--- src/rtl/tx_unpack_pkg.sv ---
package tx_unpack_pkg;

  typedef enum logic [1:0] {
    ST_IDLE = 2'd0,
    ST_ADDR = 2'd1,
    ST_WAIT = 2'd2,
    ST_EMIT = 2'd3
  } unpk_state_e;

  localparam int unsigned BYTE_W = 8;

endpackage

--- src/rtl/tx_unpack_lane_sel.sv ---
module tx_unpack_lane_sel #(
  parameter int unsigned LANES = 4,
  localparam int unsigned SEL_W = $clog2(LANES),
  localparam int unsigned WORD_W = LANES * tx_unpack_pkg::BYTE_W
) (
  input  logic [WORD_W-1:0]               word_in,
  input  logic [SEL_W-1:0]                lane_sel,
  output logic [tx_unpack_pkg::BYTE_W-1:0] byte_out
);
  import tx_unpack_pkg::*;

  logic [BYTE_W-1:0] lane_bytes [LANES];

  for (genvar g = 0; g < LANES; g++) begin : g_lane
    assign lane_bytes[g] = word_in[g*BYTE_W +: BYTE_W];
  end

  assign byte_out = lane_bytes[lane_sel];

endmodule

--- src/rtl/tx_unpack_cursor.sv ---
module tx_unpack_cursor #(
  parameter int unsigned ADDR_W = 32,
  parameter int unsigned LEN_W  = 16,
  parameter int unsigned LANES  = 4,
  localparam int unsigned SEL_W = $clog2(LANES),
  localparam int unsigned WIDX_W = ADDR_W - SEL_W
) (
  input  logic              clk,
  input  logic              rst,
  input  logic              load,
  input  logic [ADDR_W-1:0] load_ptr,
  input  logic [LEN_W-1:0]  load_len,
  input  logic              step,
  output logic [WIDX_W-1:0] word_idx,
  output logic [SEL_W-1:0]  lane,
  output logic              is_final,
  output logic              word_end
);

  logic [LEN_W-1:0] remain;

  always_ff @(posedge clk) begin
    if (rst) begin
      word_idx <= '0;
      lane     <= '0;
      remain   <= '0;
    end else if (load) begin
      word_idx <= load_ptr[ADDR_W-1:SEL_W];
      lane     <= load_ptr[SEL_W-1:0];
      remain   <= load_len;
    end else if (step) begin
      remain <= remain - 1'b1;
      lane   <= lane + 1'b1;
      if (lane == SEL_W'(LANES - 1)) begin
        word_idx <= word_idx + 1'b1;
      end
    end
  end

  assign is_final = (remain == LEN_W'(1));
  assign word_end = (lane == SEL_W'(LANES - 1));

endmodule

--- src/rtl/tx_byte_unpacker.sv ---
module tx_byte_unpacker #(
  parameter int unsigned ADDR_W = 32,
  parameter int unsigned LEN_W  = 16,
  parameter int unsigned DATA_W = 32
) (
  input  logic              clk,
  input  logic              rst,
  input  logic              req_valid,
  output logic              req_ready,
  input  logic [ADDR_W-1:0] req_ptr,
  input  logic [LEN_W-1:0]  req_len,
  output logic              rd_addr_valid,
  input  logic              rd_addr_ready,
  output logic [ADDR_W-1:0] rd_addr,
  input  logic              rd_data_valid,
  input  logic [DATA_W-1:0] rd_data,
  output logic              out_valid,
  input  logic              out_ready,
  output logic [7:0]        out_data,
  output logic              out_last,
  output logic              done
);
  import tx_unpack_pkg::*;

  localparam int unsigned LANES  = DATA_W / BYTE_W;
  localparam int unsigned SEL_W  = $clog2(LANES);
  localparam int unsigned WIDX_W = ADDR_W - SEL_W;

  unpk_state_e       state;
  logic [DATA_W-1:0] word_buf;
  logic              done_r;

  logic              take_req;
  logic              load;
  logic              step;
  logic [WIDX_W-1:0] word_idx;
  logic [SEL_W-1:0]  lane;
  logic              is_final;
  logic              word_end;

  assign take_req = (state == ST_IDLE) && req_valid;
  assign load     = take_req && (req_len != '0);
  assign step     = (state == ST_EMIT) && out_ready;

  tx_unpack_cursor #(
    .ADDR_W(ADDR_W),
    .LEN_W (LEN_W),
    .LANES (LANES)
  ) u_cursor (
    .clk     (clk),
    .rst     (rst),
    .load    (load),
    .load_ptr(req_ptr),
    .load_len(req_len),
    .step    (step),
    .word_idx(word_idx),
    .lane    (lane),
    .is_final(is_final),
    .word_end(word_end)
  );

  tx_unpack_lane_sel #(
    .LANES(LANES)
  ) u_lane_sel (
    .word_in (word_buf),
    .lane_sel(lane),
    .byte_out(out_data)
  );

  always_ff @(posedge clk) begin
    if (rst) begin
      state    <= ST_IDLE;
      word_buf <= '0;
      done_r   <= 1'b0;
    end else begin
      done_r <= 1'b0;
      unique case (state)
        ST_IDLE: begin
          if (take_req) begin
            if (req_len == '0) begin
              done_r <= 1'b1;
            end else begin
              state <= ST_ADDR;
            end
          end
        end
        ST_ADDR: begin
          if (rd_addr_ready) begin
            state <= ST_WAIT;
          end
        end
        ST_WAIT: begin
          if (rd_data_valid) begin
            word_buf <= rd_data;
            state    <= ST_EMIT;
          end
        end
        ST_EMIT: begin
          if (out_ready) begin
            if (is_final) begin
              state  <= ST_IDLE;
              done_r <= 1'b1;
            end else if (word_end) begin
              state <= ST_ADDR;
            end
          end
        end
        default: state <= ST_IDLE;
      endcase
    end
  end

  assign req_ready     = (state == ST_IDLE);
  assign rd_addr_valid = (state == ST_ADDR);
  assign rd_addr       = {word_idx, {SEL_W{1'b0}}};
  assign out_valid     = (state == ST_EMIT);
  assign out_last      = (state == ST_EMIT) && is_final;
  assign done          = done_r;

endmodule

--- config.mk ---
export PLATFORM = sky130hd
export DESIGN_NAME = tx_byte_unpacker
export DESIGN_NICKNAME = d
export VERILOG_FILES = /design/src/rtl/tx_unpack_pkg.sv /design/src/rtl/tx_unpack_lane_sel.sv /design/src/rtl/tx_unpack_cursor.sv /design/src/rtl/tx_byte_unpacker.sv
export SDC_FILE = /design/constraint.sdc
export NUM_CORES = 1
export LEC_CHECK = 0
export ABC_AREA = 1
export BUFFER_PORTS_ARGS = -buffer_cell sky130_fd_sc_hd__buf_2
export CAP_MARGIN = 20
export CELL_PAD_IN_SITES_DETAIL_PLACEMENT = 1
export CELL_PAD_IN_SITES_GLOBAL_PLACEMENT = 2
export CORE_ASPECT_RATIO = 0.5
export CORE_UTILIZATION = 30
export CTS_BUF_LIST = sky130_fd_sc_hd__clkbuf_8
export CTS_CLUSTER_DIAMETER = 50
export DETAILED_ROUTE_END_ITERATION = 10
export GPL_TIMING_DRIVEN = 0
export HOLD_SLACK_MARGIN = 0.06
export PLACE_DENSITY = 0.84
export REMOVE_ABC_BUFFERS = 1
export SYNTH_ARGS = -nofsm -noshare
export SYNTH_HDL_FRONTEND = slang
export SYNTH_SLANG_ARGS = --single-unit
--- constraint.sdc ---
create_clock -name clk -period 3.3 [get_ports clk]
set_input_delay 0.33 -clock clk [delete_from_list [all_inputs] [get_ports clk]]
set_output_delay 0.33 -clock clk [all_outputs]
set_load 0.1 [all_outputs]
==> impl_results.md, run 1 <==
- CP Data Required Time: 2.97 ns
- Grt total ovfl: 0
- Post-Synthesis Cells: 838
- Post-CTS sizing: 0
- Starting Density: 0.310
- Startpoint Class: flop
- Reg2Reg Depth: 10
- Max-slew headroom: 0.325
- Via/cell ratio: 4.75
- Clock share of power: 0.180
- Avg Cell Area, Syn: 6.11 um^2
- Seq pwr share: 0.305
- Yosys warnings: 0
- Slowest-stage cell, CP: dfxtp_1
- Synth Flop Type: dfxtp_1
- Site row count: 33
- End of the critical path: out_data[2]
- Fin crit share: 0.802
- CTS root buf: clkbuf_8
- # H-tree levels: 3
- Global-route wire length before repair: 27,900 um
- CP Capture Type: output port
- Buffers on Ports: 128
- Yosys top cell by area: dfxtp_1
- Post-synth EDFFs: 0
- Drt pass-1 iters: 4
- Die height: 94.4 um
- Post-synth top area share: 0.324
- Final wirelength: 16,800 um
- R2R Path Start: state[0]
- CORE AREA: 16,500 um^2
- Setup violators final: 0
- Clk sink count: 83
- Mapped Area: 5120 um^2
- Final Max Tran Viols: 0
- Cell Chain, Critical Path: inv_1 -> o21ai_0 -> o22ai_1 -> buf_2
- Minimum clock period: 2.65 ns
- CTS clk-pin slew, worst paths: 0.09 ns
- Flops & latches, synth: 83
- Design area: 6080 um^2
- Final Skew: 0.00928 ns
- Worst path depth: 4
- Maximum fanout along the worst path: 19
- # hold bufs at CTS: 0
- Critical R2R Capture: u_cursor.word_idx[13]
- Crit Path Category: flop to output port
- Number of global-route vias before repair: 5,688
- CP arrival: 2.32 ns
- Initial antenna violation count: 2
- Maxcap violations: 0
- Total die area: 17,600 um^2
- Logic pwr share: 0.515
- Placed Area: 5850 um^2
- Library cells used by synthesis: 34
- Status: complete, no violations
- Layout cells sized above 1: 0.172
- DR iter-0 viols: 183
- Synth async-reset ratio: 0
- Worst-case clock buffer depth: 2
- Fill cells: 2,253
- Place WS: 0.564 ns
- Post-CTS Setup Inserts: 0
- Latest clock arrival within the worst-skew pair: 0.38 ns
- Fin worst setup slack: 0.653 ns
- Sw frac: 0.534
- Hold crit path type: primary input to flop
- Final HPWL DP: 12,100 um
- Reg2reg setup slack: 0.69 ns
- Via count: 5,589
- Critical Path Start: u_cursor.lane[0]
- # IOs: 131
- RSZ-0062 raised after global routing: no
- Antenna viol nets, final: 0
- Remaining DRCs: 0
- Slew @ Worst Pin: 1.01 ns
- CP peak stage delay: 0.78 ns
- Peak Freq: 378 MHz
- GRT Util Overall: 0.200
- Post-synthesis sequential area ratio: 0.324
- Leak Pwr: 2.80 nW
- Nets@finish: 1,038
- Die W: 187 um
- Total CTS buffers: 9
- WP buf/inv: 2
- Synth-to-Final Area Change: 18.7%
- P_int: 2.24 mW
- Largest net degree at the start of global routing: 69
- VDD IR-drop max: 0.447 mV
- Total Neg Setup Slack: 0 ns
- CP delay by family, top: flip-flops
- RD Place Congestion: 0.838
- Hold Fails Final Rpt: 0
- Wire per inst: 14.3 um
- CTS tree: yes
- NetSw: 2.56 mW
- Ranking of synthesized cells by area: dfxtp_1, nand2_1, nor2_1, nand3_1, o21ai_0
- Worst Hold Slack: 0.201 ns
- Pwr dens: 789 nW/um^2
==> metrics by stage <==
step                      std cells  power [mW]   util
after global placement         1159        3.92  0.354
final                          1176        4.80  0.368
after floorplan                 804        3.41      -
after detailed placement       1159        3.97  0.354
after CTS                      1175        4.86  0.368
after global routing           1175        5.15  0.368
==> cell type report <==
type                            count  area, um^2  share of cell area
Antenna cell                        1        2.50            0.000411
Clock buffer                       10         138              0.0226
Clock inverter                      6        88.8              0.0146
Inverter                           71         278              0.0457
Multi-Input combinational cell    650        2990               0.491
Sequential cell                    83        1660               0.273
Tap cell                          227         284              0.0467
Timing Repair Buffer              128         641               0.105
==> registers in the layout (all words and copies together) (netlist names) <==
register,cells
done,1
state,2
u_cursor.lane,2
u_cursor.remain,16
u_cursor.word_idx,30
word_buf,32
==> synth_stat cells, types with 2 or more instances <==
| library cell | count |
|---|---|
| a21oi_1 | 25 |
| a31oi_1 | 6 |
| buf_2 | 6 |
| buf_4 | 3 |
| buf_6 | 5 |
| clkbuf_1 | 19 |
| dfxtp_1 | 83 |
| ha_1 | 9 |
| inv_1 | 66 |
| inv_4 | 2 |
| nand2_1 | 201 |
| nand2_2 | 4 |
| nand2_4 | 4 |
| nand3_1 | 86 |
| nand3b_1 | 6 |
| nand4_1 | 8 |
| nor2_1 | 192 |
| nor2_2 | 6 |
| nor3_1 | 4 |
| o21ai_0 | 60 |
| o21ai_1 | 6 |
| o22ai_1 | 9 |
| xnor2_1 | 8 |
| xor2_1 | 10 |
==> cell families (layout without fill, tap and decap cells) <==
group / after synthesis / count (layout) / share of synthesized area
other: 1 / 3 / 0.000732
and+or+nand+nor: 513 / 513 / 0.419
DFF: 83 / 83 / 0.324
buffers and inverters: 106 / 215 / 0.0928
xor gates and xnor gates: 18 / 18 / 0.0308
AOI/OAI and AO/OA: 108 / 108 / 0.110
adders and majority gates: 9 / 9 / 0.0220
==> cell usage in the layout (no fill, tap or decap), types with 8 or more instances in the layout <==
cell,count
dfxtp_1,83
a21oi_1,25
nand4_1,8
nand3_1,86
buf_2,128
o21ai_0,60
nor2_1,192
nand2_1,201
inv_1,67
o22ai_1,9
xnor2_1,8
xor2_1,10
ha_1,9
clkbuf_8,10
==> worst min path at each step <==
stage	startpoint	end	slack, ns	depth (start not counted)
finish	rd_data[7]	word_buf[7]	0.20	3
global route	rd_data[15]	word_buf[15]	0.19	3
CTS	rd_data[7]	word_buf[7]	0.17	3
detailed placement	word_buf[9]	word_buf[9]	0.47	2
global placement	word_buf[9]	word_buf[9]	0.46	2
floorplan	rst	u_cursor.word_idx[17]	0.40	1
==> tightest hold or removal path, cell delays in order <==
cell,delay [ns]
buf_2,0.07
o21ai_0,0.07
nor2_1,0.08
==> power by group through the flow <==
| stage | sequential [mW] | clock [mW] | combinational, mW |
|---|---|---|---|
| after floorplan | 1.94 | 0 | 1.46 |
| after detailed placement | 1.48 | 0 | 2.49 |
| after global routing | 1.50 | 0.935 | 2.72 |
| after CTS | 1.46 | 0.899 | 2.50 |
| after global placement | 1.48 | 0 | 2.45 |
| final | 1.46 | 0.865 | 2.47 |
==> metal layers <==
layer  track usage  part of all wire  up-vias  wire length, um
met5             0           0.00048        -                8
li1              -                 -     2878                -
met3        0.0520             0.043       12              719
met4        0.0396            0.0057        2               95
met2         0.369              0.48       94             8000
met1         0.237              0.48     2603             7980
Note: power is estimated with default switching activity, not from simulation.
==> run 2, diff against run 1 <==
CORE_UTILIZATION = 28   (was 30)
PLACE_DENSITY = 0.79   (was 0.84)
clock period = 2.44 ns   (was 3.3 ns; I/O delays follow)
==> run 2 against run 1 <==
  * Sequential share of layout area fell by 0.27 points
  * Register-to-register slack got worse by 0.37 ns
  * Non-clock buffer count rose by 2
  * Highest routed layer unchanged
==> impl_results.md, run 2 (same netlist as run 1, synthesis figures left out) <==
- Wire per inst: 14.5 um (was 14.3 um)
- Final Max Tran Viols: 0 (unchanged)
- Diodes inserted: 0 (was 1)
- Largest registers: word_buf (32), u_cursor.word_idx (30), u_cursor.remain (16) (unchanged)
- CTS tree: yes (unchanged)
- Site row count: 34 (was 33)
- Starting Density: 0.290 (was 0.310)
- Initial antenna violation count: 2 (unchanged)
- Number of global-route vias before repair: 5,793 (was 5,688)
- Buffers on Ports: 128 (unchanged)
- Drt pass-1 iters: 6 (was 4)
- Grt total ovfl: 0 (unchanged)
- # IOs: 131 (unchanged)
- Commonest cells after routing, fill and taps aside: nand2_1, nor2_1, buf_2 (unchanged)
- Die height: 97.6 um (was 94.4 um)
- Reg2Reg Depth: 11 (was 10)
- RSZ-0062 raised after global routing: no (unchanged)
- Layout cells sized above 1: 0.181 (was 0.172)
- Crit Path Category: flop to output port (unchanged)
- Final core utilization: 0.348 (was 0.368)
- Minimum clock period: 2.29 ns
- CTS clk-pin slew, worst paths: 0.10 ns (was 0.09 ns)
- Final Skew: 0.0153 ns (was 0.00928 ns)
- Maxcap violations: 0 (unchanged)
- Status: complete, no violations (unchanged)
- Fin crit share: 0.937
- Final HPWL DP: 12,500 um (was 12,100 um)
- RD Place Congestion: 0.849 (was 0.838)
- DR iter-0 viols: 136 (was 183)
- CP arrival: 2.04 ns (was 2.32 ns)
- End of the critical path: out_last (was out_data[2])
- Remaining DRCs: 0 (unchanged)
- Pwr dens: 1070 nW/um^2 (was 789 nW/um^2)
- CORE AREA: 17,700 um^2 (was 16,500 um^2)
- Leak Pwr: 2.81 nW (was 2.80 nW)
- Die W: 193 um (was 187 um)
- # H-tree levels: 3 (unchanged)
- GRT Util Overall: 0.191 (was 0.200)
- Clk sink count: 83 (unchanged)
- Maximum fanout along the worst path: 5 (was 19)
- Total Neg Setup Slack: 0 ns (unchanged)
- Setup violators final: 0 (unchanged)
- # hold bufs at CTS: 0 (unchanged)
- Max FFs per register: 32 (unchanged)
- CP Capture Type: output port (unchanged)
- Startpoint Class: flop (unchanged)
- Via/cell ratio: 4.72 (was 4.75)
- Fill cells: 2,384 (was 2,253)
- Hold Fails Final Rpt: 0 (unchanged)
- Worst-case clock buffer depth: 2 (unchanged)
- Commonest non-fill, non-tap cell in the layout: nand2_1 (unchanged)
- Reg2reg setup slack: 0.32 ns (was 0.69 ns)
- Footprint of the multi-input gates: 3010 um^2 (was 2990 um^2)
- Placed Area: 5860 um^2 (was 5850 um^2)
- Nets@finish: 1,041 (was 1,038)
- Hold crit path type: primary input to flop (unchanged)
- Global-route wire length before repair: 29,000 um (was 27,900 um)
- Total die area: 18,900 um^2 (was 17,600 um^2)
- Critical Path Start: u_cursor.remain[7] (was u_cursor.lane[0])
- CTS root buf: clkbuf_8 (unchanged)
- Sequential cell area: 1660 um^2 (about the same)
- VDD IR-drop max: 0.494 mV (was 0.447 mV)
- Max-slew headroom: 0.505 (was 0.325)
- R2R Path Start: state[0] (unchanged)
- Via count: 5,589 (unchanged)
- Largest Register: word_buf (unchanged)
- Latest clock arrival within the worst-skew pair: 0.38 ns (about the same)
- Antenna viol nets, final: 0 (unchanged)
- Design area: 6150 um^2 (was 6080 um^2)
- Slew @ Worst Pin: 0.743 ns (was 1.01 ns)
- Total CTS buffers: 9 (unchanged)
- Critical R2R Capture: u_cursor.word_idx[10] (was u_cursor.word_idx[13])
- Final wirelength: 17,200 um (was 16,800 um)
- CP Data Required Time: 2.20 ns (was 2.97 ns)
- Synth-to-Final Area Change: 20.0% (was 18.7%)
- Peak Freq: 438 MHz
- Largest net degree at the start of global routing: 69 (unchanged)
## run 2: cell count changes in the layout (fill, tap and decap cells not counted), moves of 3 or more
cell,change
buf_4,+3
clkinvlp_4,+3
inv_1,-3
inv_6,+3
## run 2: layer usage
metal	part of all wire	track usage	vias to the layer above
met1	0.49	0.240	2585
met5	0.0015	0	-
met2	0.46	0.333	89
li1	-	-	2888
met4	0.014	0.0412	4
met3	0.033	0.0437	23
## run 2: worst min path at each step
stage	start	endpoint	slack, ns	cells after the start
final	rd_data[31]	word_buf[31]	0.10	3
after global routing	rd_data[4]	word_buf[4]	0.09	3
after CTS	rd_data[25]	word_buf[25]	0.08	3
after detailed placement	word_buf[19]	word_buf[19]	0.47	2
after global placement	word_buf[13]	word_buf[13]	0.46	2
after floorplan	rst	u_cursor.word_idx[17]	0.31	1
## run 2: timing repair
action / in CTS / in global routing
endpoints found under the setup margin: 78 / 61
gates resized for setup: 6 / 5
cloned: 1 / 0
setup buffers: 0 / 2
## run 2: through the flow
stage	instances	setup slack, ns	power [mW]	hold slack, ns
global route	1185	0.0188	7.05	0.0937
CTS	1183	0.0126	6.62	0.0845
finish	1185	0.155	6.55	0.104
global placement	1166	-0.475	5.32	0.459
detailed placement	1166	-0.269	5.38	0.468
floorplan	804	-2.21	4.61	0.313
## run 2: power by group
part           switching [mW]  leakage [nW]  internal (mW)  total, mW
clock                   0.602         0.113          0.595       1.20
sequential              0.327         0.679           1.65       1.98
combinational            2.59          2.02          0.785       3.38
## run 2: cell type report
class / instances / area share
Multi-Input combinational cell: 650 / 0.489
Sequential cell: 83 / 0.270
Timing Repair Buffer: 130 / 0.107
Tap cell: 234 / 0.0476
Inverter: 71 / 0.0472
Clock buffer: 9 / 0.0201
Clock inverter: 7 / 0.0171
Timing Repair inverter: 1 / 0.00122
## run 2: critical path, cell delays in order, from the launching register on
cell	delay, ns
dfxtp_1	0.35
nor2_1	0.29
nand2_1	0.13
nor4b_1	0.51
buf_4	0.38
==> run 3, diff against run 2 <==
RECOVER_POWER = 50   (was unset)
==> run 3 against run 2 <==
  * The run now ends with design-rule violations left
  * Sequential cell count did not move
  * Die area did not move
  * Clock power barely moved
  * Clock-buffer cell count did not move
  * Power fell by 0.37%
  * Via count barely moved
  * Register-to-register slack got worse by 0.04 ns
  * Cell count did not move
  * Clock skew fell by 0.0012 ns
  * Largest power group unchanged
  * Highest routed layer unchanged
==> impl_results.md, run 3 (same netlist as run 1, synthesis figures left out) <==
- R2R Path Start: state[0] (unchanged)
- Fill cells: 2,393 (was 2,384)
- Die height: 97.6 um (unchanged)
- Largest net degree at the start of global routing: 69 (unchanged)
- # IOs: 131 (unchanged)
- VDD IR-drop max: 0.494 mV (about the same)
- Global-route wire length before repair: 29,000 um (unchanged)
- CP Capture Type: output port (unchanged)
- Critical Path Start: u_cursor.remain[7] (unchanged)
- Synth-to-Final Area Change: 19.1% (was 20.0%)
- Final core utilization: 0.346 (was 0.348)
- Final HPWL DP: 12,500 um (unchanged)
- CP delay by family, top: simple AND/OR/NAND/NOR gates (unchanged)
- Largest Register: word_buf (unchanged)
- Via count: 5,587 (was 5,589)
- Worst-case clock buffer depth: 2 (unchanged)
- Total die area: 18,900 um^2 (unchanged)
- Pwr dens: 1070 nW/um^2 (about the same)
- Commonest cells after routing, fill and taps aside: nand2_1, nor2_1, buf_2 (unchanged)
- Crit Path Category: flop to output port (unchanged)
- Reg2reg setup slack: 0.28 ns (was 0.32 ns)
- Die W: 193 um (unchanged)
- Fin cells: 1,185 (unchanged)
- Largest registers: word_buf (32), u_cursor.word_idx (30), u_cursor.remain (16) (unchanged)
- Critical R2R Capture: u_cursor.word_idx[23] (was u_cursor.word_idx[10])
- Total CTS buffers: 9 (unchanged)
- CTS tree: yes (unchanged)
- Commonest non-fill, non-tap cell in the layout: nand2_1 (unchanged)
- Minimum clock period: 2.23 ns (was 2.29 ns)
- # H-tree levels: 3 (unchanged)
- Starting Density: 0.290 (unchanged)
- CTS clk-pin slew, worst paths: 0.10 ns (about the same)
- Final Skew: 0.0141 ns (was 0.0153 ns)
- CTS root buf: clkbuf_8 (unchanged)
- Leak Pwr: 2.68 nW (was 2.81 nW)
- Layout cells sized above 1: 0.147 (was 0.181)
- Hold Fails Final Rpt: 0 (unchanged)
- Site row count: 34 (unchanged)
- Startpoint Class: flop (unchanged)
- Diodes inserted: 0 (unchanged)
- Failing checks: design-rule violations
- Hold Path Origin: rd_data[31] (unchanged)
- Latest clock arrival within the worst-skew pair: 0.38 ns (about the same)
- Maximum fanout along the worst path: 5 (unchanged)
- GRT Util Overall: 0.191 (unchanged)
- Via/cell ratio: 4.71 (was 4.72)
- Drt pass-1 iters: 9 (was 6)
- Remaining DRCs: 6 (was 0)
- Setup violators final: 0 (unchanged)
- Max-slew headroom: 0.197 (was 0.505)
- Wire per inst: 14.6 um (was 14.5 um)
- WP buf/inv: 1 (unchanged)
- CP Data Required Time: 2.20 ns (about the same)
- Maxcap violations: 0 (unchanged)
- CP arrival: 1.99 ns (was 2.04 ns)
- Peak Freq: 448 MHz (was 438 MHz)
- Fin worst setup slack: 0.207 ns (was 0.155 ns)
- Status: finished, violations left (was complete, no violations)
- CORE AREA: 17,700 um^2 (unchanged)
- RD Place Congestion: 0.849 (unchanged)
- CP peak stage delay: 0.47 ns (was 0.51 ns)
- Min-Delay Endpoint: word_buf[31] (unchanged)
- Inst Count DP: 1,166 (unchanged)
- Slowest-stage cell, CP: nor4b_1 (unchanged)
- Slew @ Worst Pin: 1.21 ns (was 0.743 ns)
- Buffers on Ports: 128 (unchanged)
- Reg2Reg Depth: 10 (was 11)
- RSZ-0062 raised after global routing: no (unchanged)
- Cell Chain, Critical Path: nor2_1 -> nand2_1 -> nor4b_1 -> buf_4 (unchanged)
- Initial antenna violation count: 2 (unchanged)
- Hold crit path type: primary input to flop (unchanged)
- WHS Path Cells: 3 (unchanged)
- Number of global-route vias before repair: 5,793 (unchanged)
- Antenna viol nets, final: 0 (unchanged)
- Nets@finish: 1,041 (unchanged)
- Place WS: -0.269 ns (unchanged)
- Fin crit share: 0.915 (was 0.937)
- Clk sink count: 83 (unchanged)
- Final wirelength: 17,200 um (about the same)
- Grt total ovfl: 0 (unchanged)
- DR iter-0 viols: 154 (was 136)
- Final Max Tran Viols: 0 (unchanged)
- Max FFs per register: 32 (unchanged)
==> run 3: worst reg2reg max path: cells and delay by family (launching register included) <==
family                     cells  cell delay, ns
DFF                            1            0.38
adders and majority gates      1            0.29
buffers and inverters          2            0.25
and+or+nand+nor                7            1.14
==> run 3: what timing repair did <==
action | CTS | global route
gates resized for setup | 6 | 5
pin swaps | 0 | 0
endpoints found under the hold margin | 0 | 0
gates cloned | 1 | 0
hold buffers | 0 | 0
endpoints found under the setup margin | 78 | 61
buffers inserted | 0 | 2
==> run 3: cell type report <==
class	count	area (um^2)	area share
multi-input cells	650	3000	0.492
clock inverters	7	105	0.0172
clock buffers	9	124	0.0203
repair buffers	130	619	0.101
inverters	71	289	0.0474
flip-flops and latches	83	1660	0.272
repair inverters	1	7.51	0.00123
well taps	234	293	0.0480
==> run 3: how the worst max path moves through the flow <==
| stage | slack [ns] | cells after the start | endpoint |
|---|---|---|---|
| detailed placement | -0.27 | 10 | u_cursor.word_idx[13] |
| finish | 0.21 | 4 | out_last |
| global placement | -0.47 | 4 | word_buf[28] |
| floorplan | -2.21 | 2 | out_last |
| global route | 0.02 | 4 | out_last |
| CTS | 0.01 | 11 | u_cursor.word_idx[10] |
==> run 3: report_power, final <==
group          internal, mW  switching (mW)  total (mW)
Combinational         0.756            2.59        3.35
Clock                 0.595           0.602        1.20
Sequential             1.65           0.330        1.98
Total                  3.00            3.53        6.53
==> run 3: layer usage <==
layer  up-vias  global-route usage  part of all wire
met5         -                   0            0.0014
met4         4              0.0412             0.014
met3        23              0.0437             0.036
met2        91               0.333              0.46
met1      2580               0.240              0.49
li1       2889                   -                 -
==> run 3: stage by stage <==
step / hold WS, ns / power [mW] / TNS, ns / instance area [um^2]
2_1_floorplan: 0.313 / 4.61 / -9.37 / 4930
3_3_place_gp: 0.459 / 5.32 / -23.99 / 5860
3_5_place_dp: 0.468 / 5.38 / -11.77 / 5860
4_1_cts: 0.0845 / 6.62 / 0 / 6110
5_1_grt: 0.0937 / 7.03 / 0 / 6100
6_report: 0.105 / 6.53 / 0 / 6100
